### config.mk
export PLATFORM = sky130hd
export DESIGN_NAME = disp_slot_arb
export DESIGN_NICKNAME = d
export VERILOG_FILES = /design/src/rtl/disp_arb_pkg.sv /design/src/rtl/slot_phase_gen.sv /design/src/rtl/slot_arbiter.sv /design/src/rtl/dram_strobe_gen.sv /design/src/rtl/disp_slot_arb.sv
export SDC_FILE = /design/constraint.sdc
export NUM_CORES = 1
export LEC_CHECK = 0
export ABC_AREA = 1
export ABC_CLOCK_PERIOD_IN_PS = 2880
export BUFFER_PORTS_ARGS = -buffer_cell sky130_fd_sc_hd__buf_4
export CAP_MARGIN = 20
export CORE_MARGIN = 10
export CORE_UTILIZATION = 42
export CTS_CLUSTER_DIAMETER = 150
export CTS_CLUSTER_SIZE = 24
export DETAILED_ROUTE_END_ITERATION = 10
export GPL_TIMING_DRIVEN = 0
export PLACE_DENSITY = 0.77
export SLEW_MARGIN = 0
export SYNTH_ARGS = -nofsm -noshare
export SYNTH_HDL_FRONTEND = slang
export SYNTH_SLANG_ARGS = --single-unit
export TNS_END_PERCENT = 20
### constraint.sdc
create_clock -name clk -period 2.88 [get_ports clk]
set_clock_uncertainty 0.1 [all_clocks]
set_input_delay 0.432 -clock clk [delete_from_list [all_inputs] [get_ports clk]]
set_output_delay 0.432 -clock clk [all_outputs]
set_load 0.02 [all_outputs]
### src/rtl/disp_arb_pkg.sv
package disp_arb_pkg;
  typedef enum logic [1:0] {
    OWN_IDLE = 2'd0,
    OWN_CPU  = 2'd1,
    OWN_DMA  = 2'd2
  } owner_e;
endpackage

### src/rtl/slot_phase_gen.sv
module slot_phase_gen (
  input  logic clk,
  input  logic rst_n,
  output logic ph_q,
  output logic ph_nxt
);
  assign ph_nxt = ~ph_q;

  always_ff @(posedge clk or negedge rst_n) begin
    if (!rst_n) ph_q <= 1'b0;
    else        ph_q <= ph_nxt;
  end


  ph_toggle_chk: assert property (@(posedge clk) disable iff (!rst_n)
    1'b1 |=> (ph_q != $past(ph_q)));
endmodule

### src/rtl/slot_arbiter.sv
module slot_arbiter
  import disp_arb_pkg::*;
#(
  parameter int             AW         = 24,
  parameter int             CW         = 8,
  parameter logic [AW-1:0]  DISP_LIMIT = 24'h200000
) (
  input  logic          clk,
  input  logic          rst_n,
  input  logic          ph_q,
  input  logic          as_n,
  input  logic          rd,
  input  logic [AW-1:0] addr,
  input  logic          dma_req,
  input  logic          dma_wr,
  input  logic [CW-1:0] dma_code,
  output owner_e        own_q,
  output owner_e        own_d,
  output logic          wr_d,
  output logic [CW-1:0] code_q,
  output logic          dtack_n_q
);
  localparam logic [CW-1:0] IDLE_CODE = {CW{1'b1}};

  logic          wr_q;
  logic [CW-1:0] code_d;
  logic          dtack_n_d;
  logic          armed_q, armed_d;
  logic          in_disp, cpu_wants, slot_end, mid_slot;

  assign in_disp   = (addr < DISP_LIMIT);
  assign cpu_wants = !as_n && armed_q && in_disp;
  assign slot_end  = ph_q;
  assign mid_slot  = !ph_q;

  always_comb begin
    own_d     = own_q;
    wr_d      = wr_q;
    code_d    = code_q;
    dtack_n_d = dtack_n_q;
    armed_d   = armed_q;
    if (slot_end) begin
      if (dma_req) begin
        own_d  = OWN_DMA;
        wr_d   = dma_wr;
        code_d = dma_code;
      end else if (cpu_wants) begin
        own_d  = OWN_CPU;
        wr_d   = !rd;
        code_d = IDLE_CODE;
      end else begin
        own_d  = OWN_IDLE;
        wr_d   = 1'b0;
        code_d = IDLE_CODE;
      end
    end
    if (as_n) begin
      dtack_n_d = 1'b1;
      armed_d   = 1'b1;
    end else if (mid_slot && armed_q && ((own_q == OWN_CPU) || !in_disp)) begin
      dtack_n_d = 1'b0;
      armed_d   = 1'b0;
    end
  end

  always_ff @(posedge clk or negedge rst_n) begin
    if (!rst_n) begin
      own_q     <= OWN_IDLE;
      wr_q      <= 1'b0;
      code_q    <= IDLE_CODE;
      dtack_n_q <= 1'b1;
      armed_q   <= 1'b0;
    end else begin
      own_q     <= own_d;
      wr_q      <= wr_d;
      code_q    <= code_d;
      dtack_n_q <= dtack_n_d;
      armed_q   <= armed_d;
    end
  end


  ack_phase_chk: assert property (@(posedge clk) disable iff (!rst_n)
    $fell(dtack_n_q) |-> ph_q);


  dma_wins_chk: assert property (@(posedge clk) disable iff (!rst_n)
    (slot_end && dma_req) |=> (own_q == OWN_DMA));


  own_hold_chk: assert property (@(posedge clk) disable iff (!rst_n)
    mid_slot |=> $stable(own_q));


  far_no_slot_chk: assert property (@(posedge clk) disable iff (!rst_n)
    (slot_end && !dma_req && !in_disp) |=> (own_q != OWN_CPU));


  ack_release_chk: assert property (@(posedge clk) disable iff (!rst_n)
    as_n |=> dtack_n_q);


  idle_code_chk: assert property (@(posedge clk) disable iff (!rst_n)
    (own_q != OWN_DMA) |-> (code_q == IDLE_CODE));
endmodule

### src/rtl/dram_strobe_gen.sv
module dram_strobe_gen
  import disp_arb_pkg::*;
(
  input  logic   clk,
  input  logic   rst_n,
  input  logic   ph_q,
  input  logic   ph_nxt,
  input  owner_e own_nxt,
  input  logic   wr_nxt,
  output logic   ras_n_q,
  output logic   cas_n_q,
  output logic   we_n_q,
  output logic   drv_en_q,
  output logic   gnt_cpu_q,
  output logic   gnt_dma_q
);
  logic busy_nxt;
  logic ras_n_d, cas_n_d, we_n_d, drv_en_d, gnt_cpu_d, gnt_dma_d;

  always_comb begin
    busy_nxt  = (own_nxt != OWN_IDLE);
    ras_n_d   = !busy_nxt;
    cas_n_d   = !(busy_nxt && ph_nxt);
    we_n_d    = !(busy_nxt && wr_nxt);
    gnt_cpu_d = (own_nxt == OWN_CPU);
    gnt_dma_d = (own_nxt == OWN_DMA);
    drv_en_d  = gnt_cpu_d;
  end

  always_ff @(posedge clk or negedge rst_n) begin
    if (!rst_n) begin
      ras_n_q   <= 1'b1;
      cas_n_q   <= 1'b1;
      we_n_q    <= 1'b1;
      drv_en_q  <= 1'b0;
      gnt_cpu_q <= 1'b0;
      gnt_dma_q <= 1'b0;
    end else begin
      ras_n_q   <= ras_n_d;
      cas_n_q   <= cas_n_d;
      we_n_q    <= we_n_d;
      drv_en_q  <= drv_en_d;
      gnt_cpu_q <= gnt_cpu_d;
      gnt_dma_q <= gnt_dma_d;
    end
  end


  cas_inside_ras_chk: assert property (@(posedge clk) disable iff (!rst_n)
    !cas_n_q |-> (!ras_n_q && ph_q));


  no_dual_drive_chk: assert property (@(posedge clk) disable iff (!rst_n)
    !(drv_en_q && gnt_dma_q));
endmodule

### src/rtl/disp_slot_arb.sv
module disp_slot_arb
  import disp_arb_pkg::*;
#(
  parameter int             AW         = 24,
  parameter int             CW         = 8,
  parameter logic [AW-1:0]  DISP_LIMIT = 24'h200000
) (
  input  logic          clk,
  input  logic          rst_n,
  input  logic          cpu_as_n,
  input  logic          cpu_rw,
  input  logic [AW-1:0] cpu_addr,
  input  logic          dma_req,
  input  logic          dma_wr,
  input  logic [CW-1:0] dma_code,
  output logic          cpu_dtack_n,
  output logic          slot_phase,
  output logic          grant_cpu,
  output logic          grant_dma,
  output logic [CW-1:0] reg_code,
  output logic          ras_n,
  output logic          cas_n,
  output logic          we_n,
  output logic          disp_drv_en
);
  logic   ph_q, ph_nxt;
  owner_e own_q, own_d;
  logic   wr_d;

  slot_phase_gen u_phase (
    .clk    (clk),
    .rst_n  (rst_n),
    .ph_q   (ph_q),
    .ph_nxt (ph_nxt)
  );

  slot_arbiter #(.AW(AW), .CW(CW), .DISP_LIMIT(DISP_LIMIT)) u_arb (
    .clk       (clk),
    .rst_n     (rst_n),
    .ph_q      (ph_q),
    .as_n      (cpu_as_n),
    .rd        (cpu_rw),
    .addr      (cpu_addr),
    .dma_req   (dma_req),
    .dma_wr    (dma_wr),
    .dma_code  (dma_code),
    .own_q     (own_q),
    .own_d     (own_d),
    .wr_d      (wr_d),
    .code_q    (reg_code),
    .dtack_n_q (cpu_dtack_n)
  );

  dram_strobe_gen u_dram (
    .clk       (clk),
    .rst_n     (rst_n),
    .ph_q      (ph_q),
    .ph_nxt    (ph_nxt),
    .own_nxt   (own_d),
    .wr_nxt    (wr_d),
    .ras_n_q   (ras_n),
    .cas_n_q   (cas_n),
    .we_n_q    (we_n),
    .drv_en_q  (disp_drv_en),
    .gnt_cpu_q (grant_cpu),
    .gnt_dma_q (grant_dma)
  );

  assign slot_phase = ph_q;


  grant_own_chk: assert property (@(posedge clk) disable iff (!rst_n)
    (grant_cpu == (own_q == OWN_CPU)) && (grant_dma == (own_q == OWN_DMA)));
endmodule

==> flow_metrics.env <==
export IMPL_rsz0062_at_grt="no"
export IMPL_grt_pass1_vias=549
export IMPL_cts_tree="done"
export IMPL_post_route_period_util_pct=52.1
export IMPL_reg2regPathDepth=5
export IMPL_synth_edf_count=0
export IMPL_synthTopCellsByArea="dfstp_2, dfrtp_1, o22a_1, nand2_1, inv_1"
export IMPL_fin_nets=145
export IMPL_met3WireLength_um=147
export IMPL_grt_max_degree=20
export IMPL_gr_usage_all_layers_pct=8.05
export IMPL_required_ps=2350
export IMPL_ios=54
export IMPL_ys_async_sr_fraction_pct=100
export IMPL_power_internal_uw=375
export IMPL_fp_coreArea_um2=1750
export IMPL_cp_slowest_stage_delay_ps=550
export IMPL_whs_path_depth=2
export IMPL_wl_met2_um=758
export IMPL_cts_buffers=3
export IMPL_ys_types=17
export IMPL_finalMaxSlewViolations=0
export IMPL_vias=586
export IMPL_crit_family="flip-flops"
export IMPL_ys_seq_area_share_pct=63.2
export IMPL_viasPerCell=4.47
export IMPL_p_per_area_nw_per_um2=454
export IMPL_synth_seq_cells=19
export IMPL_critPathArrivalTime_ps=970
export IMPL_end_kind="primary output"
export IMPL_yosysTopAreaCellShare_pct=40.6
export IMPL_yosysMostFrequentCell="nand2_1"
export IMPL_n_fill_cell=152
export IMPL_drt_total_wl_um=1620
export IMPL_fin_util_pct=62.2
export IMPL_drive_gt1_share_pct=55.7
export IMPL_ant_nets=0
export IMPL_start_util_pct=44.4
export IMPL_cp_num_cells=1
export IMPL_drt_met1_wl_um=712
export IMPL_p_leak_uw=0.000537
export IMPL_die_w_um=63.0
export IMPL_status="finished, final reports clean"
export IMPL_synth_top_area_cell="dfstp_2"
export IMPL_clk_pin_slew_ps=110
export IMPL_avgRoutedWirePerCell_um=12.4
export IMPL_syn_cell_area_um2=776
export IMPL_pwr_share_seq_pct=59.4
export IMPL_grt_overflow=0
export IMPL_clkLatencyLatePin_ps=290
export IMPL_combPwrFrac_pct=15.3
export IMPL_synthTopCellsByCount="nand2_1, dfstp_2, inv_1"
export IMPL_r2r_start="u_phase.ph_q"
export IMPL_cts_buffer_depth=2
export IMPL_setup_tns_final_ps=0
export IMPL_min_path_type="input port to flip-flop"
export IMPL_p_sw_uw=118
export IMPL_synth_flop_cell="dfstp_2"
export IMPL_path_class="flip-flop to primary output"
export IMPL_dp_hpwl_um=1340
export IMPL_remaining_drc_errors=0
export IMPL_hold_viol=0
export IMPL_area_growth_pct=39.8
export IMPL_globalplace_congestion=0.782
export IMPL_finalSetupViolCount=0
export IMPL_io_buffer_count=32
export IMPL_grt_pass1_wl_um=2680
export IMPL_syn_area_per_cell_um2=11.2
export IMPL_first_pass_iters=4
export IMPL_die_area_um2=3970
export IMPL_clock_sinks=19
export IMPL_fmax_mhz=667
export IMPL_path_cells="buf_4"
export IMPL_synth_nets=107
export IMPL_cts_setup_buffers=0
export IMPL_netSwitchingFraction_pct=24.0
export IMPL_startpoint="u_arb.code_q[4]"
export IMPL_ir_drop_mv=0.236
export IMPL_postSynthCellCount=69
export IMPL_slew_headroom_pct=85.0
export IMPL_tightest_slew_ps=225
export IMPL_cts_max_level=1
export IMPL_whs_ps=262
export IMPL_ys_warn_count=0
export IMPL_cp_slowest_cell="dfstp_2"
export IMPL_cts_root_buf="clkbuf_4"
export IMPL_rows=15
export IMPL_n_antenna_cell=0
export IMPL_highest_layer="met3"
export IMPL_drv_cap=0
export IMPL_fin_total_pwr_uw=493
export IMPL_p_clk_share_pct=25.3
export IMPL_die_h_um=63.0
export IMPL_antenna_found_initial=0
export IMPL_critical_path_buf_inv_count=1
export IMPL_drt_iter0_drc=11
export IMPL_crit_path_start_kind="flip-flop"
export IMPL_holdCritStartpoint="dma_code[3]"
export IMPL_layout_min_cycle_time_ps=1500
export IMPL_worstPathMaxFanout=2
-- power groups by stage --
stage / registers (µW) / logic, µW / clock network, µW
final: 293 / 75.2 / 125
after global routing: 295 / 82.7 / 145
after CTS: 293 / 77.1 / 131
after detailed placement: 297 / 76.0 / 0
after global placement: 297 / 74.4 / 0
after floorplan: 310 / 20.3 / 0
-- timing repair --
item | CTS | global route
hold endpoints to repair | 7 | 0
hold buffers | 1 | 0
gates resized for setup | 0 | 0
-- path summary, 6_finish.rpt --
kind / slack [ps] / to
setup reg to reg: 1670 / u_dram.we_n_q
setup / recovery: 1380 / reg_code[4]
hold reg to reg: 370 / u_arb.dtack_n_q
hold / removal: 260 / u_arb.code_q[3]
min in group asynchronous: 450 / u_arb.own_q[1]
max in group asynchronous: 1960 / u_arb.dtack_n_q
-- per-stage QoR --
step	std cells	cell area (µm²)	setup slack (ps)
2_1_floorplan	69	776	1670
3_3_place_gp	126	1050	1560
3_5_place_dp	126	1050	1560
4_1_cts	131	1080	1370
5_1_grt	131	1080	1340
6_report	131	1080	1380
-- per-layer routing --
layer / GRT usage, % / up-vias
met1: 10.1 / 270
met4: 1.68 / 0
met3: 3.76 / 0
met2: 12.2 / 23
li1: - / 293
met5: 0 / -
-- sequential cells by signal (all words and copies together) (netlist names) --
register	cells
u_dram.cas_n_q	1
u_phase.ph_q	1
u_arb.wr_q	1
u_arb.own_q	2
u_dram.gnt_cpu_q	1
u_dram.we_n_q	1
u_dram.gnt_dma_q	1
u_arb.armed_q	1
u_arb.dtack_n_q	1
u_dram.ras_n_q	1
u_arb.code_q	8
-- kinds of logic (layout without fill, tap and decap cells) --
kind of cell / count (synthesis) / after routing / share of synthesized area, %
AOI/OAI and AO/OA: 11 / 11 / 13.2
buffers and inverters: 13 / 50 / 8.06
DFF: 19 / 19 / 63.2
and+or+nand+nor: 26 / 26 / 15.5
-- layout by cell type, fill, tap and decap left out, drive strengths merged --
cell         count
nand3            2
a21oi            2
nor2             5
nand2           19
clkinv           1
o22a             8
buf             34
inv             11
dfstp           12
clkbuf           3
dfrtp            7
o21bai           1
dlygate4sd3      1
-- layout make-up --
type	count	area, µm²	area share (%)
clock inverters	1	5.00	0.461
plain buffers	2	18.8	1.73
multi-input cells	37	223	20.5
clock buffers	3	22.5	2.08
repair buffers	33	250	23.1
inverters	11	43.8	4.04
well taps	25	31.3	2.88
flip-flops and latches	19	490	45.2
Power figures use the tool's default switching activity.
